==> src/rtl/ecc_cfg_pkg.sv <==
package ecc_cfg_pkg;
  localparam int unsigned CAP_BASE    = 4;
  localparam int unsigned CAP_STEP    = 2;
  localparam int unsigned ENC_LEN_LSB = 16;
  localparam int unsigned DEC_LEN_LSB = 16;
  localparam int unsigned DEC_LEN_W   = 15;
  localparam int unsigned MODE_LSB    = 4;
  localparam int unsigned CORR_LSB    = 12;
  localparam int unsigned EMPTY_BIT   = 31;
  localparam logic [31:0] MODE_VAL    = 32'd1;
  localparam logic [31:0] CORR_VAL    = 32'd3;

  function automatic int unsigned cap_of(input int unsigned idx);
    return CAP_BASE + CAP_STEP * idx;
  endfunction
endpackage

==> src/rtl/ecc_par_width.sv <==
module ecc_par_width #(
  parameter int unsigned VW = 14,
  parameter int unsigned PW = 4
) (
  input  logic [VW-1:0] val_i,
  output logic [PW-1:0] msb_pos_o
);
  always_comb begin
    msb_pos_o = '0;
    for (int i = 0; i < VW; i++)
      if (val_i[i]) msb_pos_o = PW'(i + 1);
  end
endmodule

==> src/rtl/ecc_cfg_pack.sv <==
module ecc_cfg_pack
  import ecc_cfg_pkg::*;
#(
  parameter int unsigned MSG_W  = 11,
  parameter int unsigned PAR_W  = 4,
  parameter int unsigned CAP_W  = 4,
  parameter int unsigned IDX_W  = 3,
  parameter int unsigned ECCB_W = 8
) (
  input  logic [MSG_W-1:0]  msg_bytes_i,
  input  logic [CAP_W-1:0]  cap_i,
  input  logic [IDX_W-1:0]  idx_i,
  input  logic [PAR_W-1:0]  par_i,
  output logic [ECCB_W-1:0] ecc_bytes_o,
  output logic [31:0]       enc_cfg_o,
  output logic [31:0]       dec_cfg_o
);
  localparam logic [31:0] LEN_MASK = (32'd1 << DEC_LEN_W) - 32'd1;

  logic [31:0] par_bits_tot, msg_bits, cw_bits;

  always_comb begin
    par_bits_tot = 32'(cap_i) * 32'(par_i);
    msg_bits     = 32'(msg_bytes_i) << 3;
    cw_bits      = msg_bits + par_bits_tot;
    ecc_bytes_o  = ECCB_W'((par_bits_tot + 32'd7) >> 3);
    enc_cfg_o    = (msg_bits << ENC_LEN_LSB) | (MODE_VAL << MODE_LSB) | 32'(idx_i);
    dec_cfg_o    = (32'd1 << EMPTY_BIT) | ((cw_bits & LEN_MASK) << DEC_LEN_LSB)
                 | (CORR_VAL << CORR_LSB) | (MODE_VAL << MODE_LSB) | 32'(idx_i);
  end
endmodule

==> src/rtl/ecc_strength_calc.sv <==
module ecc_strength_calc
  import ecc_cfg_pkg::*;
#(
  parameter int unsigned MSG_W   = 11,
  parameter int unsigned SPARE_W = 8,
  parameter int unsigned NCAP    = 5,
  parameter int unsigned IDX_W   = $clog2(NCAP) < 1 ? 1 : $clog2(NCAP),
  parameter int unsigned CAP_W   = $clog2(CAP_BASE + CAP_STEP * (NCAP - 1) + 1),
  parameter int unsigned PAR_W   = $clog2(MSG_W + 4)
) (
  input  logic               clk_i,
  input  logic               rst_ni,
  input  logic               start_i,
  input  logic [MSG_W-1:0]   msg_bytes_i,
  input  logic [SPARE_W-1:0] max_ecc_bytes_i,
  output logic               done_o,
  output logic               unsupported_o,
  output logic [CAP_W-1:0]   strength_o,
  output logic [IDX_W-1:0]   strength_idx_o,
  output logic [PAR_W-1:0]   parity_bits_o,
  output logic [SPARE_W-1:0] ecc_bytes_o,
  output logic [31:0]        enc_cfg_o,
  output logic [31:0]        dec_cfg_o
);
  localparam int unsigned VW    = MSG_W + 3;
  localparam int unsigned PROD_W = CAP_W + PAR_W;
  localparam int unsigned BUD_W  = SPARE_W + 3;
  localparam int unsigned CMP_W  = (PROD_W > BUD_W) ? PROD_W : BUD_W;

  logic               busy_q;
  logic [IDX_W-1:0]   idx_q;
  logic [MSG_W-1:0]   msg_q;
  logic [SPARE_W-1:0] spare_q;

  logic [PAR_W-1:0]   par;
  logic [CAP_W-1:0]   cap_cur;
  logic               fits;
  logic [SPARE_W-1:0] eccb_cur;
  logic [31:0]        enc_cur, dec_cur;

  ecc_par_width #(.VW(VW), .PW(PAR_W)) u_par (
    .val_i     ({msg_q, 3'b001}),
    .msb_pos_o (par)
  );

  always_comb begin
    cap_cur = CAP_W'(cap_of(32'(idx_q)));
    fits    = CMP_W'(cap_cur * PROD_W'(par)) <= CMP_W'({spare_q, 3'b000});
  end

  ecc_cfg_pack #(
    .MSG_W(MSG_W), .PAR_W(PAR_W), .CAP_W(CAP_W), .IDX_W(IDX_W), .ECCB_W(SPARE_W)
  ) u_pack (
    .msg_bytes_i (msg_q),
    .cap_i       (cap_cur),
    .idx_i       (idx_q),
    .par_i       (par),
    .ecc_bytes_o (eccb_cur),
    .enc_cfg_o   (enc_cur),
    .dec_cfg_o   (dec_cur)
  );

  always_ff @(posedge clk_i or negedge rst_ni) begin
    if (!rst_ni) begin
      busy_q         <= 1'b0;
      idx_q          <= '0;
      msg_q          <= '0;
      spare_q        <= '0;
      done_o         <= 1'b0;
      unsupported_o  <= 1'b0;
      strength_o     <= '0;
      strength_idx_o <= '0;
      parity_bits_o  <= '0;
      ecc_bytes_o    <= '0;
      enc_cfg_o      <= '0;
      dec_cfg_o      <= '0;
    end else begin
      done_o <= 1'b0;
      if (!busy_q) begin
        if (start_i) begin
          busy_q  <= 1'b1;
          idx_q   <= IDX_W'(NCAP - 1);
          msg_q   <= msg_bytes_i;
          spare_q <= max_ecc_bytes_i;
        end
      end else if (fits) begin
        busy_q         <= 1'b0;
        done_o         <= 1'b1;
        unsupported_o  <= 1'b0;
        strength_o     <= cap_cur;
        strength_idx_o <= idx_q;
        parity_bits_o  <= par;
        ecc_bytes_o    <= eccb_cur;
        enc_cfg_o      <= enc_cur;
        dec_cfg_o      <= dec_cur;
      end else if (idx_q == '0) begin
        busy_q         <= 1'b0;
        done_o         <= 1'b1;
        unsupported_o  <= 1'b1;
        strength_o     <= '0;
        strength_idx_o <= '0;
        parity_bits_o  <= par;
        ecc_bytes_o    <= '0;
        enc_cfg_o      <= '0;
        dec_cfg_o      <= '0;
      end else begin
        idx_q <= idx_q - 1'b1;
      end
    end
  end

  // selected strength must fit the latched budget
  p_fit_r2: assert property (@(posedge clk_i) disable iff (!rst_ni)
    done_o && !unsupported_o |->
      32'(strength_o) * 32'(parity_bits_o) <= 32'(spare_q) * 32'd8);

  p_unsup_clear_r3: assert property (@(posedge clk_i) disable iff (!rst_ni)
    done_o && unsupported_o |-> enc_cfg_o == '0 && dec_cfg_o == '0 && strength_o == '0);

  p_dec_flags_r6: assert property (@(posedge clk_i) disable iff (!rst_ni)
    done_o && !unsupported_o |-> dec_cfg_o[31] && dec_cfg_o[13:12] == 2'b11);

  p_done_pulse_r7: assert property (@(posedge clk_i) disable iff (!rst_ni)
    done_o |=> !done_o);

  p_hold_r8: assert property (@(posedge clk_i) disable iff (!rst_ni)
    !busy_q |=> $stable(enc_cfg_o) && $stable(dec_cfg_o) && $stable(strength_o));

  p_ignore_start_r9: assert property (@(posedge clk_i) disable iff (!rst_ni)
    busy_q && start_i |=> $stable(msg_q) && $stable(spare_q));
endmodule

==> config.mk <==
export PLATFORM = sky130hd
export DESIGN_NAME = ecc_strength_calc
export DESIGN_NICKNAME = d
export VERILOG_FILES = /design/src/rtl/ecc_cfg_pkg.sv /design/src/rtl/ecc_par_width.sv /design/src/rtl/ecc_cfg_pack.sv /design/src/rtl/ecc_strength_calc.sv
export SDC_FILE = /design/constraint.sdc
export NUM_CORES = 1
export LEC_CHECK = 0
export BUFFER_PORTS_ARGS = -buffer_cell sky130_fd_sc_hd__buf_2
export CAP_MARGIN = 5
export CELL_PAD_IN_SITES_DETAIL_PLACEMENT = 1
export CELL_PAD_IN_SITES_GLOBAL_PLACEMENT = 2
export CORE_MARGIN = 3
export CORE_UTILIZATION = 35
export CTS_CLUSTER_DIAMETER = 40
export CTS_CLUSTER_SIZE = 14
export DETAILED_ROUTE_END_ITERATION = 8
export PLACE_DENSITY = 0.95
export SYNTH_ARGS = -nofsm -noshare
export SYNTH_HDL_FRONTEND = slang
export SYNTH_SLANG_ARGS = --single-unit
==> constraint.sdc <==
create_clock -name clk_i -period 8.04 [get_ports clk_i]
set_clock_uncertainty 0.15 [all_clocks]
set_input_delay 1.206 -clock clk_i [delete_from_list [all_inputs] [get_ports clk_i]]
set_output_delay 1.206 -clock clk_i [all_outputs]
set_load 0.02 [all_outputs]
==> flow_metrics.env <==
export IMPL_die_width_um=109
export IMPL_routabilityCongestion=0.851
export IMPL_use_met2=0.262
export IMPL_clock_sinks=66
export IMPL_place_detailed_hpwl_mm=6.88
export IMPL_synth_yosys_seq_area_share=0.442
export IMPL_grt_pass1_vias=2831
export IMPL_postSynthAreaPerCell_um2=10.8
export IMPL_ant_nets=0
export IMPL_cp_start_kind="flip-flop"
export IMPL_regArea_um2=1650
export IMPL_max_freq_ghz=0.163
export IMPL_finalWorstPathRequiredPeriod_ps=6120
export IMPL_slowest_delay_ps=740
export IMPL_grt_overflow_total=0
export IMPL_cts_buffers=9
export IMPL_wl_per_cell_um=16.5
export IMPL_port_buffers=75
export IMPL_multiInputGateArea_um2=1740
export IMPL_diodes=0
export IMPL_grt_met3_usage=0.0399
export IMPL_detail_route_vias_per_cell=4.87
export IMPL_number_of_iterations_in_the_first_detailed_routing_pass=4
export IMPL_netlist_cell_type_count=49
export IMPL_final_fill_count=1208
export IMPL_worstPathBufferInverterCount=1
export IMPL_async_reset_ff_frac=1.00
export IMPL_worst_hold_path_type="reg -> reg"
export IMPL_cts_path_max_buffers=2
export IMPL_chipHeight_um=109
export IMPL_share_of_final_layout_standard_cells_stronger_than_drive_strength_1=0.280
export IMPL_maxCapViolCount=0
export IMPL_run_status="completed"
export IMPL_grt_start_max_net_pins=67
export IMPL_final_period_utilization=0.762
export IMPL_routed_via_count=2676
export IMPL_worst_pin_slew_ps=920
export IMPL_critical_path_peak_fanout=36
export IMPL_timing_critical_path_slowest_stage_cell="sky130_fd_sc_hd__o21ai_4"
export IMPL_die_area_um2=11900
export IMPL_yosys_most_used_dff="sky130_fd_sc_hd__dfrtp_1"
export IMPL_ys_ff_latch=66
export IMPL_yosys_warns=0
export IMPL_top_ports=107
export IMPL_htree_levels=3
export IMPL_cp_cell_sequence="nor4_1, nor4b_1, nor2_1, fa_1, ha_1, fa_1, a21o_1, a21oi_1, xnor2_1, ha_1, and4_1, nand2_1, a2111o_1, nand3_2, o21ai_4, inv_2, mux2_4"
export IMPL_totalNegativeSetupSlack_ps=0
export IMPL_grt_util_met1=0.211
export IMPL_setup_viol_count_final=0
export IMPL_instances_no_fill=550
export IMPL_area_growth_syn_to_layout_pct=12.6
export IMPL_final_core_utilization=0.405
export IMPL_nNetsFinal=457
export IMPL_tritoncts="yes"
export IMPL_antenna_found_initial=0
export IMPL_crit_required_ps=8120
export IMPL_number_of_instances_in_the_synthesized_netlist=347
export IMPL_slew_violations=0
export IMPL_cp_end_kind="flip-flop"
export IMPL_post_cts_setup_buffer_count=0
export IMPL_floorplan_initialDensity=0.360
export IMPL_routed_wirelength_mm=9.05
export IMPL_worst_ep_arrival_time_ps=6210
export IMPL_clock_latency_ps=350
export IMPL_clk_root_buffer_cell="sky130_fd_sc_hd__clkbuf_8"
export IMPL_global_route_usage_total=0.162
export IMPL_post_route_drc_count=0
export IMPL_synth_edf_count=0
export IMPL_grt_most_used_layer="met2"
export IMPL_placeableCoreArea_um2=10400
export IMPL_dpl_cell_count=534
export IMPL_hold_violation_total_from_the_final_report=0
export IMPL_dr_first_iter_drc_count=97
export IMPL_rows=37
export IMPL_cpLargestDelayFamily="adder cells"
export IMPL_grt_pass1_wl_mm=14.8
export IMPL_grt_setup_unrepaired="false"
export IMPL_cts_resized=0
export IMPL_clk_transition_reported_paths_ps=70
export IMPL_ctsHoldBuffers=0
export IMPL_timing_slew_headroom=0.384
export IMPL_synthesis_area_um2=3730
export IMPL_worst_setup_path_type="reg -> reg"
==> cell usage in the layout (no fill, tap or decap), types with 3 or more instances in the layout <==
master / synthesis / final
sky130_fd_sc_hd__nand2_1: 13 / 13
sky130_fd_sc_hd__and3_1: 3 / 3
sky130_fd_sc_hd__o21ai_0: 11 / 11
sky130_fd_sc_hd__a21o_1: 5 / 5
sky130_fd_sc_hd__mux2_2: 13 / 13
sky130_fd_sc_hd__ha_1: 23 / 23
sky130_fd_sc_hd__inv_1: 17 / 17
sky130_fd_sc_hd__nor2_1: 25 / 25
sky130_fd_sc_hd__clkbuf_8: 0 / 10
sky130_fd_sc_hd__nor3_1: 7 / 7
sky130_fd_sc_hd__buf_4: 44 / 3
sky130_fd_sc_hd__nor2b_1: 7 / 6
sky130_fd_sc_hd__buf_2: 5 / 75
sky130_fd_sc_hd__mux2i_1: 4 / 4
sky130_fd_sc_hd__o2bb2ai_1: 3 / 3
sky130_fd_sc_hd__a21oi_1: 9 / 9
sky130_fd_sc_hd__dfrtp_1: 66 / 66
sky130_fd_sc_hd__fa_1: 3 / 3
sky130_fd_sc_hd__xnor2_1: 9 / 9
sky130_fd_sc_hd__clkinv_2: 0 / 3
sky130_fd_sc_hd__o21a_1: 3 / 3
sky130_fd_sc_hd__xor2_1: 5 / 5
sky130_fd_sc_hd__conb_1: 1 / 31
sky130_fd_sc_hd__a22o_1: 28 / 28
==> per-layer routing <==
layer  up-vias  share of wire
li1       1278              -
met1      1303           0.46
met2        82           0.47
met3        13          0.062
met4         0          0.015
met5         -              0
==> cell usage after synthesis, types with 3 or more instances <==
master	n	area [µm²]
sky130_fd_sc_hd__xnor2_1	9	78.8
sky130_fd_sc_hd__nand2_1	13	48.8
sky130_fd_sc_hd__clkbuf_1	8	30.0
sky130_fd_sc_hd__nor3_1	7	35.0
sky130_fd_sc_hd__fa_1	3	60.1
sky130_fd_sc_hd__a21oi_1	9	45.0
sky130_fd_sc_hd__o2bb2ai_1	3	26.3
sky130_fd_sc_hd__xor2_1	5	43.8
sky130_fd_sc_hd__inv_1	17	63.8
sky130_fd_sc_hd__ha_1	23	288
sky130_fd_sc_hd__buf_4	44	330
sky130_fd_sc_hd__nor2_1	25	93.8
sky130_fd_sc_hd__mux2_2	13	146
sky130_fd_sc_hd__buf_2	5	25.0
sky130_fd_sc_hd__a22o_1	28	245
sky130_fd_sc_hd__nor2b_1	7	43.8
sky130_fd_sc_hd__and3_1	3	18.8
sky130_fd_sc_hd__dfrtp_1	66	1650
sky130_fd_sc_hd__o21a_1	3	22.5
sky130_fd_sc_hd__a21o_1	5	37.5
sky130_fd_sc_hd__o21ai_0	11	55.1
sky130_fd_sc_hd__mux2i_1	4	40.0
==> worst register-to-register path: cells and delay by family (launching register included) <==
family / cells / cell delay [ps]
DFF: 1 / 500
adders and majority gates: 4 / 1660
and+or+nand+nor: 6 / 1590
buffers and inverters: 1 / 240
muxes: 1 / 360
AOI/OAI and AO/OA: 4 / 1250
xor gates and xnor gates: 1 / 270
==> stage by stage <==
stage               hold slack, ps  setup WS (ps)  instance area [µm²]
floorplan                      332           2990                 3850
global placement               315           2070                 4030
detailed placement             318           1870                 4030
CTS                            334           1840                 4200
global route                   335           1370                 4200
finish                         330           1920                 4200
==> cell families (layout without fill, tap and decap cells) <==
family | after synthesis | after routing | share of synthesized area
buffers and inverters | 76 | 113 | 0.122
DFF | 66 | 66 | 0.442
adders and majority gates | 26 | 26 | 0.0931
and+or+nand+nor | 72 | 72 | 0.0968
xor gates and xnor gates | 14 | 14 | 0.0328
muxes | 18 | 18 | 0.0539
other | 1 | 31 | 0.00100
AOI/OAI and AO/OA | 74 | 74 | 0.158
==> path summary, 6_finish.rpt <==
path,startpoint,end,slack [ps],depth (start not counted)
setup / recovery,msg_q[5],parity_bits_o[0],1920,17
hold / removal,dec_cfg_o[21],dec_cfg_o[21],330,1
setup reg to reg,msg_q[5],parity_bits_o[0],1920,17
hold reg to reg,dec_cfg_o[21],dec_cfg_o[21],330,1
max in group asynchronous,rst_ni,msg_q[6],6330,2
min in group asynchronous,rst_ni,dec_cfg_o[26],890,2
==> flip-flops by register name, indices dropped and copies added (netlist names) <==
name and count:
busy_q 1, dec_cfg_o 14, done_o 1, ecc_bytes_o 6
enc_cfg_o 13, idx_q 3, msg_q 11, parity_bits_o 4
spare_q 8, strength_idx_o 2, strength_o 2, unsupported_o 1
==> layout make-up <==
cell class,instances,share of cell area
multi-input cells,235,0.414
well taps,136,0.0405
flip-flops and latches,66,0.393
inverters,19,0.0170
clock inverters,5,0.00714
repair buffers,78,0.0946
clock buffers,11,0.0336
Power is left out: the tool's default activity adds up to more than one toggle a clock period on the data nets, which glitch-free logic cannot reach.
